**src/rtl/dsc_lp_pkg.sv**
```systemverilog
package dsc_lp_pkg;
  localparam int unsigned NCH = 2;

  function automatic logic signed [15:0] sat16(input logic signed [17:0] v);
    if (v > 18'sd32767) return 16'sh7fff;
    if (v < -18'sd32768) return 16'sh8000;
    return v[15:0];
  endfunction
endpackage

```
**src/rtl/dsc_delay_ram.sv**
```systemverilog
module dsc_delay_ram #(
  parameter int unsigned WORD  = 32,
  parameter int unsigned DELAY = 33
) (
  input  logic            clk_i,
  input  logic            rst_ni,
  input  logic            we_i,
  input  logic [WORD-1:0] wdata_i,
  output logic [WORD-1:0] tap_o
);
  localparam int unsigned PW = $clog2(DELAY);
  localparam int unsigned FW = $clog2(DELAY + 1);

  logic [WORD-1:0] mem [DELAY];
  logic [PW-1:0]   ptr_q;
  logic [FW-1:0]   fill_q;
  logic            full;

  assign full  = (fill_q == FW'(DELAY));
  // read-before-write: the slot about to be overwritten holds x[k-DELAY]
  assign tap_o = full ? mem[ptr_q] : '0;

  always_ff @(posedge clk_i) begin
    if (we_i) mem[ptr_q] <= wdata_i;
  end

  always_ff @(posedge clk_i or negedge rst_ni) begin
    if (!rst_ni) begin
      ptr_q  <= '0;
      fill_q <= '0;
    end else if (we_i) begin
      ptr_q <= (ptr_q == PW'(DELAY - 1)) ? '0 : ptr_q + 1'b1;
      if (!full) fill_q <= fill_q + 1'b1;
    end
  end

  a_r3_fill_bound: assert property (@(posedge clk_i) disable iff (!rst_ni)
    fill_q <= FW'(DELAY));
  a_r9_ptr_hold: assert property (@(posedge clk_i) disable iff (!rst_ni)
    !we_i |=> $stable(ptr_q) && $stable(fill_q));
  a_r3_fill_step: assert property (@(posedge clk_i) disable iff (!rst_ni)
    (we_i && !full) |=> (fill_q == $past(fill_q) + 1'b1));
endmodule

```
**src/rtl/dsc_lowpass.sv**
```systemverilog
module dsc_lowpass #(
  parameter int unsigned WIDTH = 16,
  parameter int unsigned FRAC  = 16,
  parameter int unsigned COEF  = 1441
) (
  input  logic                    clk_i,
  input  logic                    rst_ni,
  input  logic                    en_i,
  input  logic signed [WIDTH-1:0] x_i,
  output logic signed [WIDTH:0]   y_o
);
  localparam int unsigned AW = WIDTH + FRAC + 2;
  localparam int unsigned PW = AW + FRAC + 2;
  localparam logic signed [PW-1:0] COEF_W = PW'(COEF);
  localparam logic signed [AW-1:0] HALF   = AW'(1) <<< (FRAC - 1);

  logic signed [AW-1:0] y_q, y_n, diff, rnd;
  logic signed [PW-1:0] prod;

  always_comb begin
    diff = (AW'(x_i) <<< FRAC) - y_q;
    prod = PW'(diff) * COEF_W;
    y_n  = y_q + AW'(prod >>> FRAC);
    rnd  = (y_n + HALF) >>> FRAC;
    y_o  = rnd[WIDTH:0];
  end

  always_ff @(posedge clk_i or negedge rst_ni) begin
    if (!rst_ni)   y_q <= '0;
    else if (en_i) y_q <= y_n;
  end

  a_r9_state_hold: assert property (@(posedge clk_i) disable iff (!rst_ni)
    !en_i |=> $stable(y_q));
  a_r5_moves_toward_input: assert property (@(posedge clk_i) disable iff (!rst_ni)
    (en_i && diff > 0) |=> (y_q >= $past(y_q)));
endmodule

```
**src/rtl/dsc_lp_filter.sv**
```systemverilog
module dsc_lp_filter
  import dsc_lp_pkg::*;
#(
  parameter int unsigned WIDTH = 16,
  parameter int unsigned DELAY = 33,
  parameter int unsigned FRAC  = 16,
  parameter int unsigned COEF  = 1441
) (
  input  logic                    clk_i,
  input  logic                    rst_ni,
  input  logic                    valid_i,
  input  logic signed [WIDTH-1:0] d_i,
  input  logic signed [WIDTH-1:0] q_i,
  output logic                    valid_o,
  output logic signed [WIDTH-1:0] d_o,
  output logic signed [WIDTH-1:0] q_o
);
  localparam int unsigned WORD = NCH * WIDTH;

  logic signed [WIDTH-1:0] x_ch   [NCH];
  logic signed [WIDTH-1:0] xd_ch  [NCH];
  logic signed [WIDTH:0]   lp_ch  [NCH];
  logic signed [WIDTH-1:0] sum_ch [NCH];
  logic signed [WIDTH-1:0] out_q  [NCH];
  logic [WORD-1:0]         wdata, tap;

  assign x_ch[0] = d_i;
  assign x_ch[1] = q_i;
  assign wdata   = {q_i, d_i};

  dsc_delay_ram #(.WORD(WORD), .DELAY(DELAY)) i_ram (
    .clk_i  (clk_i),
    .rst_ni (rst_ni),
    .we_i   (valid_i),
    .wdata_i(wdata),
    .tap_o  (tap)
  );

  for (genvar c = 0; c < NCH; c++) begin : g_ch
    logic signed [WIDTH:0]   dif;
    logic signed [WIDTH+1:0] total;

    assign xd_ch[c] = tap[c*WIDTH +: WIDTH];

    dsc_lowpass #(.WIDTH(WIDTH), .FRAC(FRAC), .COEF(COEF)) i_lp (
      .clk_i (clk_i),
      .rst_ni(rst_ni),
      .en_i  (valid_i),
      .x_i   (x_ch[c]),
      .y_o   (lp_ch[c])
    );

    always_comb begin
      dif   = (WIDTH+1)'(x_ch[c]) - (WIDTH+1)'(xd_ch[c]);
      total = (WIDTH+2)'(dif >>> 1) + (WIDTH+2)'(lp_ch[c]);
      if (total > (WIDTH+2)'((2 ** (WIDTH-1)) - 1))
        sum_ch[c] = {1'b0, {(WIDTH-1){1'b1}}};
      else if (total < -(WIDTH+2)'(2 ** (WIDTH-1)))
        sum_ch[c] = {1'b1, {(WIDTH-1){1'b0}}};
      else
        sum_ch[c] = total[WIDTH-1:0];
    end

    always_ff @(posedge clk_i or negedge rst_ni) begin
      if (!rst_ni)      out_q[c] <= '0;
      else if (valid_i) out_q[c] <= sum_ch[c];
    end
  end

  always_ff @(posedge clk_i or negedge rst_ni) begin
    if (!rst_ni) valid_o <= 1'b0;
    else         valid_o <= valid_i;
  end

  assign d_o = out_q[0];
  assign q_o = out_q[1];

  a_r2_valid_follows: assert property (@(posedge clk_i) disable iff (!rst_ni)
    valid_i |=> valid_o);
  a_r2_no_spurious: assert property (@(posedge clk_i) disable iff (!rst_ni)
    !valid_i |=> !valid_o);
  a_r9_output_hold: assert property (@(posedge clk_i) disable iff (!rst_ni)
    !valid_i |=> $stable(d_o) && $stable(q_o));
  a_r10_equal_tap: assert property (@(posedge clk_i) disable iff (!rst_ni)
    (valid_i && xd_ch[0] == d_i && tap != '0) |=> (d_o == $past(sat16(18'(lp_ch[0])))));
endmodule

```
**config.mk**
```make
export PLATFORM = sky130hd
export DESIGN_NAME = dsc_lp_filter
export DESIGN_NICKNAME = d
export VERILOG_FILES = /design/src/rtl/dsc_lp_pkg.sv /design/src/rtl/dsc_delay_ram.sv /design/src/rtl/dsc_lowpass.sv /design/src/rtl/dsc_lp_filter.sv
export SDC_FILE = /design/constraint.sdc
export NUM_CORES = 2
export LEC_CHECK = 0
export BUFFER_PORTS_ARGS = -buffer_cell sky130_fd_sc_hd__buf_2
export CORE_ASPECT_RATIO = 0.75
export CORE_MARGIN = 10
export CORE_UTILIZATION = 35
export DETAILED_ROUTE_END_ITERATION = 10
export GPL_TIMING_DRIVEN = 0
export PLACE_DENSITY = 0.63
export SYNTH_ARGS = -nofsm -noshare
export SYNTH_HDL_FRONTEND = slang
export SYNTH_SLANG_ARGS = --single-unit
```
**constraint.sdc**
```tcl
create_clock -name clk_i -period 11.05 [get_ports clk_i]
set_input_delay 1.6575 -clock clk_i [delete_from_list [all_inputs] [get_ports clk_i]]
set_output_delay 1.6575 -clock clk_i [all_outputs]
set_load 0.05 [all_outputs]
```
==> parameters.txt <==
Parameter                              Value

Logic synthesis
  Library cells used by synthesis    86
  Syn Inst Count    4945
  Synthesized-area fraction occupied by ao, oa, aoi and oai cells    0.140
  Fraction of synthesized area in multiplexers    0.00920
  Count of flip-flops with a built-in enable after synthesis    ~1100
  Synth Area per Inst    ~13 um^2
  Synth area leaders    edfxtp_1 (50%), ha_1 (9.7%), fa_1 (6.4%)
  Number of warnings reported in the yosys synthesis log    0
  Synth Register Bits    1169
  Post-synth top area cell    edfxtp_1
  Combinational family with the most area after synthesis    adder cells
  Nets in the synthesized netlist    between 5000 and 6000
  Post-synthesis cell area    63300 um^2
  Post-synth ARST share    0.0967
  Cell with the most instances after synthesis    edfxtp_1
  Top cell type's share of synthesized area    0.501
  Top FF cell, synth    edfxtp_1
  Synthesized-area fraction occupied by and/or/nand/nor cells    0.0674
  Fraction of the mapped netlist area in adder cells    0.161
  Area share of xor/xnor cells in the synthesized design    0.0396
  Proportion of synthesized chip area in sequential cells    0.546
  Most instantiated cells after synthesis    edfxtp_1 (1056), ha_1 (492), inv_1 (434), a22oi_1 (322), nor2_1 (248)

Global routing
  Wire length of the first global-routing pass    around 290000 um
  Residual overflow from global routing    0
  Number of global-route vias before repair    roughly 44000
  Maximum number of pins on one net before global-route repair    84
  Global-route usage over all layers    0.188
  Antenna violations before repair    6

Cells and area
  Area growth from synthesis to final layout    21.3%
  Nets    ~6100
  Final cell count without fillers    about 7900
  Share of the core filled with cells in the final layout    0.426
  Fraction of final layout cells with drive strength greater than 1    0.184

Flow run
  Number of max-cap violations    1

Floorplan
  Placement row count    about 140
  Area of the core    roughly 180000 um^2
  Vertical die dimension    388 um
  Die Wd    just over 500 um
  Boundary Pins    just under 70
  Effective utilization at floorplan    0.351
  Die area    slightly below 200000 um^2

Routing
  Wirelength, routed    roughly 200000 um
  Initial detailed-routing violation count    between 5000 and 6000
  Vias per inst    approximately 5.7
  Total iterations of the first detailed-routing run    6
  Detail-routed net length per standard cell    25.1 um
  Detail Route Antenna Nets    0
  DRC violation count after routing    0
  Detailed-route via count    about 45000

Setup path
  Worst reg2reg path endpoint    q_o[13]
  Crit path top cell by count    buf_4
  RR Startpoint    g_ch[1].i_lp.y_q[0]
  CP Launch Point    g_ch[1].i_lp.y_q[0]
  Delay of the slowest cell on the worst path    approximately 0.54 ns
  Worst setup path category    flip-flop to flip-flop
  Slowest cell on crit path    fa_1
  Logic depth of the worst register-to-register path    a little under 50
  Max Fanout on Critical Path    6
  Critical path startpoint category    flip-flop
  R2R Setup Slk    -0.001 ns
  Worst Path Required    11.62 ns
  Critical path arrival    about 12 ns
  Critical path destination    q_o[13]
  Kind of end point of the critical path    flip-flop

Outcome
  Run status    complete, but fails checks
  Failing checks    max-capacitance violations, negative setup slack

Timing
  Worst Slack Setup Final    -0.00101 ns
  Share of the clock period used by the worst path after layout    1.00
  Fin crit period    11.05 ns
  Max transition margin    0.00435
  Endpoints failing setup    1
  Number of hold violations in the final report    0
  Tightest hold margin    approximately 0.49 ns
  Fmax    between 90 and 100 MHz
  Slew at the pin closest to its max-slew limit    1.49 ns
  Setup Skew    0.0659 ns
  Unrepaired setup endpoints after global routing    yes
  Final Max Tran Viols    0

CTS
  Clock Latency Late Sink    ~0.75 ns
  Root Buffer    clkbuf_16
  Hold bufs inserted after CTS    0
  Maximum clock insertion buffer count    3
  Htree depth    3
  Clock tree from TritonCTS    built
  Sinks on Clock Net    roughly 1200
  Reg clk slew, reported paths    0.06 ns
  Number of CTS-inserted buffers    roughly 110

Place
  HPWL after detailed placement    around 130000 um
  Quantity of I/O buffers inserted on ports    67
  Placer's final routability congestion estimate    approximately 0.9
  Placed Cells incl. Taps    7443

Worst hold path
  Hold Crit Class    flip-flop to flip-flop
==> worst min path at each step <==
| stage | cells past startpoint | startpoint | end | slack (ns) |
|---|---|---|---|---|
| after floorplan | 1 | i_ram.fill_q[5] | i_ram.fill_q[5] | 0.44 |
| after global placement | 1 | i_ram.fill_q[5] | i_ram.fill_q[5] | 0.46 |
| after detailed placement | 2 | q_o[15] | q_o[15] | 0.48 |
| after CTS | 2 | q_o[15] | q_o[15] | 0.49 |
| after global routing | 2 | q_o[15] | q_o[15] | 0.52 |
| final | 2 | q_o[15] | q_o[15] | 0.49 |
==> routing by layer <==
metal | vias up | share of wire | wire length (um) | GRT usage
met5 | - | 0.000046 | 9 | 0
met4 | 2 | 0.027 | 5390 | 0.0509
met3 | 322 | 0.10 | 20100 | 0.0322
met2 | 2250 | 0.45 | 88200 | 0.292
met1 | 22500 | 0.43 | 84100 | 0.271
li1 | 19600 | - | - | -
==> through the flow <==
| step | TNS [ns] | worst slack (ns) | area (um^2) |
|---|---|---|---|
| detailed placement | -92.31 | -2.85 | 67700 |
| global placement | -83.91 | -2.66 | 66700 |
| finish | -0.00101 | -0.00101 | 76700 |
| CTS | -0.0328 | -0.00960 | 73900 |
| floorplan | 0 | 0.00151 | 63300 |
| global route | -11.07 | -0.415 | 76700 |
==> worst max-delay path: cells and delay by family (launching register included) <==
family | cells | cell delay (ns)
xor gates and xnor gates | 4 | 0.54
adders and majority gates | 7 | 2.61
and+or+nand+nor | 12 | 2.65
buffers and inverters | 13 | 1.74
DFF | 1 | 0.44
AOI/OAI and AO/OA | 13 | 2.93
==> flip-flops by register name, summed over array words and instances, names as in the netlist <==
| register | cells |
|---|---|
| d_o | 16 |
| i_ram.mem | 1056 |
| i_ram.fill_q | 6 |
| valid_o | 1 |
| q_o | 16 |
| g_ch.i_lp.y_q | 68 |
| i_ram.ptr_q | 6 |
==> placed cells by master, fill, tap and decap left out, drive strengths merged, types with 27 or more instances in the layout <==
cell    instances
a21o           79
a21oi         247
a221oi         88
a22o           82
a22oi         322
a311oi         27
a31oi          53
and3           27
buf           371
clkbuf        278
clkinv         60
dfrtp         113
edfxtp       1056
fa            202
ha            492
inv           440
nand2         200
nand3          57
nand4          95
nor2          248
nor2b          28
nor3           82
o21a           31
o21ai         164
o21bai         34
xnor2         192
xor2           95
==> final cells by class <==
class / count / area, um^2
Antenna cell: 2 / 5.00
Buffer: 171 / 697
Clock buffer: 133 / 2930
Clock inverter: 80 / 823
Fill cell: 16200 / 103000
Inverter: 438 / 1650
Multi-Input combinational cell: 3157 / 29700
Sequential cell: 1169 / 34500
Tap cell: 2397 / 3000
Timing Repair Buffer: 345 / 3390
==> timing repair <==
item	4_1_cts	5_1_grt
gates resized for setup	289	337
pin swaps	106	181
setup buffers	113	125
setup endpoints to repair	33	32
cloned	1	8
==> logic make-up (layout without fill, tap and decap cells) <==
logic type,Yosys count,count (layout)
adder cells (fa/ha/maj),694,694
other,0,2
flip-flops,1169,1169
XOR/XNOR,286,287
AO/OA/AOI/OAI,1262,1262
multiplexers,45,45
buffers and inverters,620,1167
AND/OR/NAND/NOR,869,869
Power is left out: the tool's default activity adds up to more than one toggle a clock period on the data nets, which glitch-free logic cannot reach.
